--- config.mk ---
export PLATFORM = sky130hd
export DESIGN_NAME = pwr_wake_ctrl
export DESIGN_NICKNAME = d
export VERILOG_FILES = /design/src/rtl/pwr_wake_pkg.sv /design/src/rtl/wake_pin_filter.sv /design/src/rtl/stab_timer.sv /design/src/rtl/pwr_wake_ctrl.sv
export SDC_FILE = /design/constraint.sdc
export NUM_CORES = 1
export LEC_CHECK = 0
export CAP_MARGIN = 0
export CORE_AREA = 3 3 81 83
export CTS_CLUSTER_SIZE = 10
export DETAILED_ROUTE_END_ITERATION = 12
export DIE_AREA = 0 0 84 86
export DONT_BUFFER_PORTS = 1
export PLACE_DENSITY = 0.74
export SYNTH_ARGS = -nofsm -noshare
export SYNTH_HDL_FRONTEND = slang
export SYNTH_SLANG_ARGS = --single-unit
--- constraint.sdc ---
create_clock -name clk -period 6.39 [get_ports clk]
set_input_delay 0.3195 -clock clk [delete_from_list [all_inputs] [get_ports clk]]
set_output_delay 0.3195 -clock clk [all_outputs]
set_load 0.02 [all_outputs]
--- src/rtl/pwr_wake_pkg.sv ---
package pwr_wake_pkg;

   typedef enum logic [2:0] {
      ST_RST_WAIT = 3'd0,
      ST_RUN      = 3'd1,
      ST_IDLE     = 3'd2,
      ST_STOP     = 3'd3,
      ST_WAKE     = 3'd4,
      ST_RPULSE   = 3'd5,
      ST_STAB     = 3'd6,
      ST_BACKUP   = 3'd7
   } pw_state_e;

   function automatic int imax(input int a, input int b);
      return (a > b) ? a : b;
   endfunction

endpackage

--- src/rtl/wake_pin_filter.sv ---
module wake_pin_filter #(
   parameter int               NPINS    = 8,
   parameter int               FILT_CYC = 2,
   parameter logic [NPINS-1:0] PIN_IDLE = '1
) (
   input  logic             clk,
   input  logic             rst_n,
   input  logic [NPINS-1:0] raw_i,
   output logic             edge_o
);

   localparam int FCW = $clog2(FILT_CYC + 1);

   logic [NPINS-1:0] filt_q;
   logic [NPINS-1:0] prev_q;

   for (genvar gi = 0; gi < NPINS; gi++) begin : g_bit
      logic s1_q, s2_q, f_q;

      always_ff @(posedge clk or negedge rst_n) begin
         if (!rst_n) begin
            s1_q <= PIN_IDLE[gi];
            s2_q <= PIN_IDLE[gi];
         end else begin
            s1_q <= raw_i[gi];
            s2_q <= s1_q;
         end
      end

      if (FILT_CYC == 1) begin : g_direct
         always_ff @(posedge clk or negedge rst_n) begin
            if (!rst_n) f_q <= PIN_IDLE[gi];
            else        f_q <= s2_q;
         end
      end else begin : g_count
         logic [FCW-1:0] cnt_q;
         always_ff @(posedge clk or negedge rst_n) begin
            if (!rst_n) begin
               f_q   <= PIN_IDLE[gi];
               cnt_q <= '0;
            end else if (s2_q == f_q) begin
               cnt_q <= '0;
            end else if (cnt_q == FCW'(FILT_CYC - 1)) begin
               f_q   <= s2_q;
               cnt_q <= '0;
            end else begin
               cnt_q <= cnt_q + 1'b1;
            end
         end
      end

      assign filt_q[gi] = f_q;
   end

   always_ff @(posedge clk or negedge rst_n) begin
      if (!rst_n) prev_q <= PIN_IDLE;
      else        prev_q <= filt_q;
   end

   assign edge_o = |(filt_q ^ prev_q);

endmodule

--- src/rtl/stab_timer.sv ---
module stab_timer #(
   parameter int            CW   = 16,
   parameter logic [CW-1:0] INIT = '1
) (
   input  logic          clk,
   input  logic          rst_n,
   input  logic          load_i,
   input  logic [CW-1:0] val_i,
   output logic          done_o
);

   logic [CW-1:0] cnt_q;

   always_ff @(posedge clk or negedge rst_n) begin
      if (!rst_n)             cnt_q <= INIT;
      else if (load_i)        cnt_q <= val_i;
      else if (cnt_q != '0)   cnt_q <= cnt_q - 1'b1;
   end

   assign done_o = (cnt_q == '0);

endmodule

--- src/rtl/pwr_wake_ctrl.sv ---
module pwr_wake_ctrl
   import pwr_wake_pkg::*;
#(
   parameter int               NPINS         = 8,
   parameter int               FILT_CYC      = 2,
   parameter int               RST_PULSE_CYC = 4,
   parameter int               RST_LOG       = 16,
   parameter int               W0_LOG        = 8,
   parameter int               W1_LOG        = 11,
   parameter int               W2_LOG        = 13,
   parameter int               W3_LOG        = 16,
   parameter logic [NPINS-1:0] PIN_IDLE      = '1
) (
   input  logic             clk,
   input  logic             rst_n,
   input  logic [NPINS-1:0] pin_i,
   input  logic             lvd_i,
   input  logic             irq_i,
   input  logic             stop_req_i,
   input  logic             idle_req_i,
   input  logic [1:0]       wait_sel_i,
   output logic             clk_en_o,
   output logic             core_hold_o,
   output logic             sys_rst_o,
   output logic             wake_nmi_o
);

   localparam int CW = imax(imax(RST_LOG, imax(W0_LOG, W1_LOG)), imax(W2_LOG, W3_LOG));
   localparam logic [CW-1:0] RST_VAL   = CW'((64'd1 << RST_LOG) - 64'd1);
   localparam logic [CW-1:0] PULSE_VAL = CW'(RST_PULSE_CYC - 1);
   localparam logic [CW-1:0] STAB_TAB [4] = '{
      CW'((64'd1 << W0_LOG) - 64'd1),
      CW'((64'd1 << W1_LOG) - 64'd1),
      CW'((64'd1 << W2_LOG) - 64'd1),
      CW'((64'd1 << W3_LOG) - 64'd1)
   };

   if (NPINS < 1) begin : g_chk_pins
      $error("NPINS must be at least 1");
   end
   if (FILT_CYC < 1) begin : g_chk_filt
      $error("FILT_CYC must be at least 1");
   end
   if (RST_PULSE_CYC < 1 || RST_PULSE_CYC > (1 << CW)) begin : g_chk_pulse
      $error("RST_PULSE_CYC out of range");
   end
   if (imax(RST_LOG, 0) > 24 || W0_LOG < 1 || W1_LOG < 1 || W2_LOG < 1 || W3_LOG < 1 || RST_LOG < 1) begin : g_chk_logs
      $error("wait exponents must lie in 1..24");
   end

   logic [1:0] lvd_sq;
   logic       lvd_s;
   logic       pin_edge;
   logic       t_load, t_done;
   logic [CW-1:0] t_val;
   pw_state_e  state_q, state_d;

   always_ff @(posedge clk or negedge rst_n) begin
      if (!rst_n) lvd_sq <= '0;
      else        lvd_sq <= {lvd_sq[0], lvd_i};
   end
   assign lvd_s = lvd_sq[1];

   wake_pin_filter #(
      .NPINS   (NPINS),
      .FILT_CYC(FILT_CYC),
      .PIN_IDLE(PIN_IDLE)
   ) u_filter (
      .clk   (clk),
      .rst_n (rst_n),
      .raw_i (pin_i),
      .edge_o(pin_edge)
   );

   stab_timer #(
      .CW  (CW),
      .INIT(RST_VAL)
   ) u_timer (
      .clk   (clk),
      .rst_n (rst_n),
      .load_i(t_load),
      .val_i (t_val),
      .done_o(t_done)
   );

   always_comb begin
      state_d = state_q;
      t_load  = 1'b0;
      t_val   = RST_VAL;
      unique case (state_q)
         ST_RST_WAIT: if (t_done) state_d = ST_RUN;
         ST_RUN: begin
            if (stop_req_i)      state_d = ST_STOP;
            else if (idle_req_i) state_d = ST_IDLE;
         end
         ST_IDLE: if (irq_i) begin
            state_d = ST_STAB;
            t_load  = 1'b1;
            t_val   = STAB_TAB[wait_sel_i];
         end
         ST_STOP: begin
            if (pin_edge) begin
               state_d = ST_WAKE;
            end else if (irq_i) begin
               state_d = ST_STAB;
               t_load  = 1'b1;
               t_val   = STAB_TAB[wait_sel_i];
            end
         end
         ST_WAKE: begin
            state_d = ST_RPULSE;
            t_load  = 1'b1;
            t_val   = PULSE_VAL;
         end
         ST_RPULSE: if (t_done) begin
            state_d = ST_RST_WAIT;
            t_load  = 1'b1;
         end
         ST_STAB: if (t_done) state_d = ST_RUN;
         ST_BACKUP: if (!lvd_s) begin
            state_d = ST_RST_WAIT;
            t_load  = 1'b1;
         end
         default: state_d = ST_RST_WAIT;
      endcase
      if (lvd_s) begin
         state_d = ST_BACKUP;
         t_load  = 1'b0;
      end
   end

   always_ff @(posedge clk or negedge rst_n) begin
      if (!rst_n) state_q <= ST_RST_WAIT;
      else        state_q <= state_d;
   end

   always_comb begin
      clk_en_o    = 1'b1;
      core_hold_o = 1'b1;
      sys_rst_o   = 1'b0;
      wake_nmi_o  = 1'b0;
      unique case (state_q)
         ST_RUN:    core_hold_o = 1'b0;
         ST_STOP:   clk_en_o    = 1'b0;
         ST_BACKUP: clk_en_o    = 1'b0;
         ST_WAKE:   wake_nmi_o  = 1'b1;
         ST_RPULSE: sys_rst_o   = 1'b1;
         default:   ;
      endcase
   end

endmodule

==> results.json <==
{
  "status": "complete, no violations",
  "fp-row-count": 28,
  "clockBufferDepth": 2,
  "num_antenna_cells": 0,
  "rsz0062_at_grt": "no",
  "grt_pass1_wl_um": 8314,
  "swShare_pct": 31.44,
  "crit_buf_inv": 0,
  "antenna_found_initial": 0,
  "grt-ovfl-total": 0,
  "critPathLaunch": "u_timer.cnt_q[8]$_DFFE_PN1P_",
  "p_sw_uw": 505.5,
  "viasPerCell": 5.263,
  "grt_max_degree": 70,
  "fin_crit_sh_pct": 36.21,
  "synth_top_area_share_pct": 42.88,
  "power_density_mw_per_mm2": 478.9,
  "crit_cells": 5,
  "die_w_um": 84,
  "skew_ps": 8.047,
  "die_area_mm2": 0.007224,
  "drc_errors": 0,
  "max_freq_mhz": 432.2,
  "numCtsBuffers": 9,
  "reg2reg_depth": 5,
  "hold_class": "in -> reg",
  "synth_warnings": 0,
  "max-vdd-ir-drop_mv": 0.2452,
  "finalWeightedCongestion": 0.7644,
  "synth_top_cell_by_area": "dfstp_2",
  "htree_levels": 3,
  "synthFlopType": "dfstp_2",
  "initial_utilization_pct": 49.68,
  "placedInstanceArea_mm2": 0.003005,
  "ys_types": 44,
  "rr_endpoint": "u_timer.cnt_q[1]$_DFFE_PN1P_",
  "min_period_ps": 2314,
  "area_growth_pct": 14.12,
  "synth.net_count": 259,
  "wl_per_cell_um": 14.30,
  "ff2ff_setup_slack_ps": 4080,
  "cts_tree": "done",
  "max_stage_delay_ps": 560,
  "finish.utilization_pct": 56.70,
  "pwr-share-comb_pct": 25.5,
  "clk_latency_ps": 340,
  "post_cts_buffers": 0,
  "timing.rr.start": "u_timer.cnt_q[8]$_DFFE_PN1P_",
  "max-slew-margin-rel_pct": 41.19,
  "synth_edf_count": 0,
  "synth_seq_cells": 69,
  "yosys-top-cells-area": "dfstp_2 43%, dfrtp_1 18%, xnor2_1 5.1%, xor2_1 3.9%, mux2_2 3.4%",
  "cp.arrival_ps": 2600,
  "power_mw": 1.608,
  "tightestPinTransition_ps": 875.4,
  "hpwl_um": 3271,
  "grt_pass1_vias": 1789,
  "critPathTopFamily": "simple AND/OR/NAND/NOR gates",
  "ios": 20,
  "crit_fanout": 15,
  "drv_cap": 0,
  "setup_viol": 0,
  "nets": 276,
  "netlist_area_mm2": 0.002942,
  "seq_power_share_pct": 50.3,
  "coreArea_mm2": 0.005921,
  "synth_commonest_cells": "48 x dfstp_2, 21 x dfrtp_1, 19 x nor2_1",
  "internal_power_mw": 1.102,
  "io_buffers": 0,
  "path_class": "reg -> reg",
  "first_iter_violations": 103,
  "synthMostInstantiatedCell": "dfstp_2",
  "crit_end": "u_timer.cnt_q[1]$_DFFE_PN1P_",
  "crit_top_cell": "or4_4",
  "cp.required_ps": 6670,
  "clockRootBuffer": "clkbuf_8",
  "seq_area_frac_synth_pct": 60.74,
  "crit_slowest_cell": "or4_4",
  "wl_um": 4832,
  "hold_viol": 0,
  "syn_avg_cell_area_um2": 12.21,
  "power_leakage_nw": 1.321,
  "clk_pin_slew_ps": 70,
  "clock_power_share_pct": 24.2,
  "die_h_um": 86,
  "numClockSinks": 69,
  "syn_inst": 241,
  "synthArstFlopShare_pct": 100.0,
  "design_area_mm2": 0.003357,
  "dr.pass1.iters": 4,
  "drive_above_1_share_pct": 30.80,
  "antenna_left": 0,
  "fin_setup_tns_ps": 0,
  "path_cells": "or4_4 > or3_4 > or4_4 > o21ai_4 > o32a_1",
  "vias": 1779,
  "cp-start-kind": "flip-flop",
  "worst_setup_path_end_kind": "flip-flop",
  "slew_violations": 0,
  "track_usage_pct": 15.11
}
timing repair:
item,CTS,global route
gates resized for setup,0,0
hold endpoints to repair,78,0
hold buffers,11,0
worst min-delay path by stage:
stage,from,to,cells after the start
finish,wait_sel_i[1],u_timer.cnt_q[11]$_DFFE_PN1P_,2
global route,wait_sel_i[1],u_timer.cnt_q[11]$_DFFE_PN1P_,2
CTS,wait_sel_i[1],u_timer.cnt_q[11]$_DFFE_PN1P_,2
detailed placement,rst_n,state_q[2]$_DFFE_PN0P_,0
global placement,rst_n,state_q[0]$_DFFE_PN0P_,0
floorplan,rst_n,lvd_sq[0]$_DFF_PN0_,0
layer usage:
metal / global-route usage, % / wire length [um] / up-vias
li1: - / - / 878
met1: 18.77 / 2205 / 854
met2: 22.49 / 2196 / 40
met3: 6.628 / 336 / 7
met4: 7.749 / 93 / 0
met5: 0 / 0 / -
kinds of logic after synthesis:
kind of cell,count (synthesis),share of synthesized area [%]
buffers and inverters,12,1.914
muxes,9,3.445
xor gates and xnor gates,30,8.932
adders and majority gates,2,0.8506
AOI/OAI and AO/OA,39,9.188
and+or+nand+nor,80,14.93
DFF,69,60.74
state kept, by name (all words and copies together) (netlist names):
| name | count |
|---|---|
| lvd_sq | 2 |
| u_filter.g_bit.s2_q | 8 |
| state_q | 3 |
| u_filter.g_bit.f_q | 8 |
| u_filter.prev_q | 8 |
| u_timer.cnt_q | 16 |
| u_filter.g_bit.g_count.cnt_q | 16 |
| u_filter.g_bit.s1_q | 8 |
layout by cell type (no fill, tap or decap), types with 3 or more instances in the layout:
master | synthesis | routed
a21oi_1 | 6 | 6
and2_1 | 8 | 8
clkbuf_8 | 0 | 10
dfrtp_1 | 21 | 21
dfstp_2 | 48 | 48
dlygate4sd3_1 | 0 | 10
inv_1 | 7 | 7
mux2_2 | 9 | 9
nand2_1 | 9 | 9
nand3_1 | 5 | 5
nor2_1 | 19 | 19
nor2b_1 | 8 | 8
nor3_1 | 14 | 14
nor4_1 | 3 | 3
o21ai_0 | 8 | 8
o22ai_1 | 8 | 8
xnor2_1 | 17 | 17
xor2_1 | 13 | 13
power by group through the flow:
stage / Combinational, mW / Sequential (mW) / Clock (mW)
floorplan: 0.362 / 0.766 / 0
global placement: 0.385 / 0.805 / 0
detailed placement: 0.397 / 0.817 / 0
CTS: 0.416 / 0.811 / 0.402
global route: 0.466 / 0.836 / 0.423
finish: 0.410 / 0.809 / 0.389
metrics by stage:
stage / cells / worst slack [ps] / hold slack, ps
CTS: 338 / 4058 / 203.1
global placement: 311 / 4092 / 27.20
floorplan: 241 / 4192 / 23.91
finish: 338 / 4076 / 220.9
global route: 338 / 3890 / 221.3
detailed placement: 311 / 4073 / 26.80
layout make-up:
cell class	count	area, um2
Multi-Input combinational cell	160	1099
Sequential cell	69	1787
Inverter	7	26.28
Timing Repair Buffer	11	127.6
Clock buffer	11	141.4
Fill cell	484	2564
Clock inverter	5	82.58
Tap cell	75	93.84
Note: power is estimated with default switching activity, not from simulation.
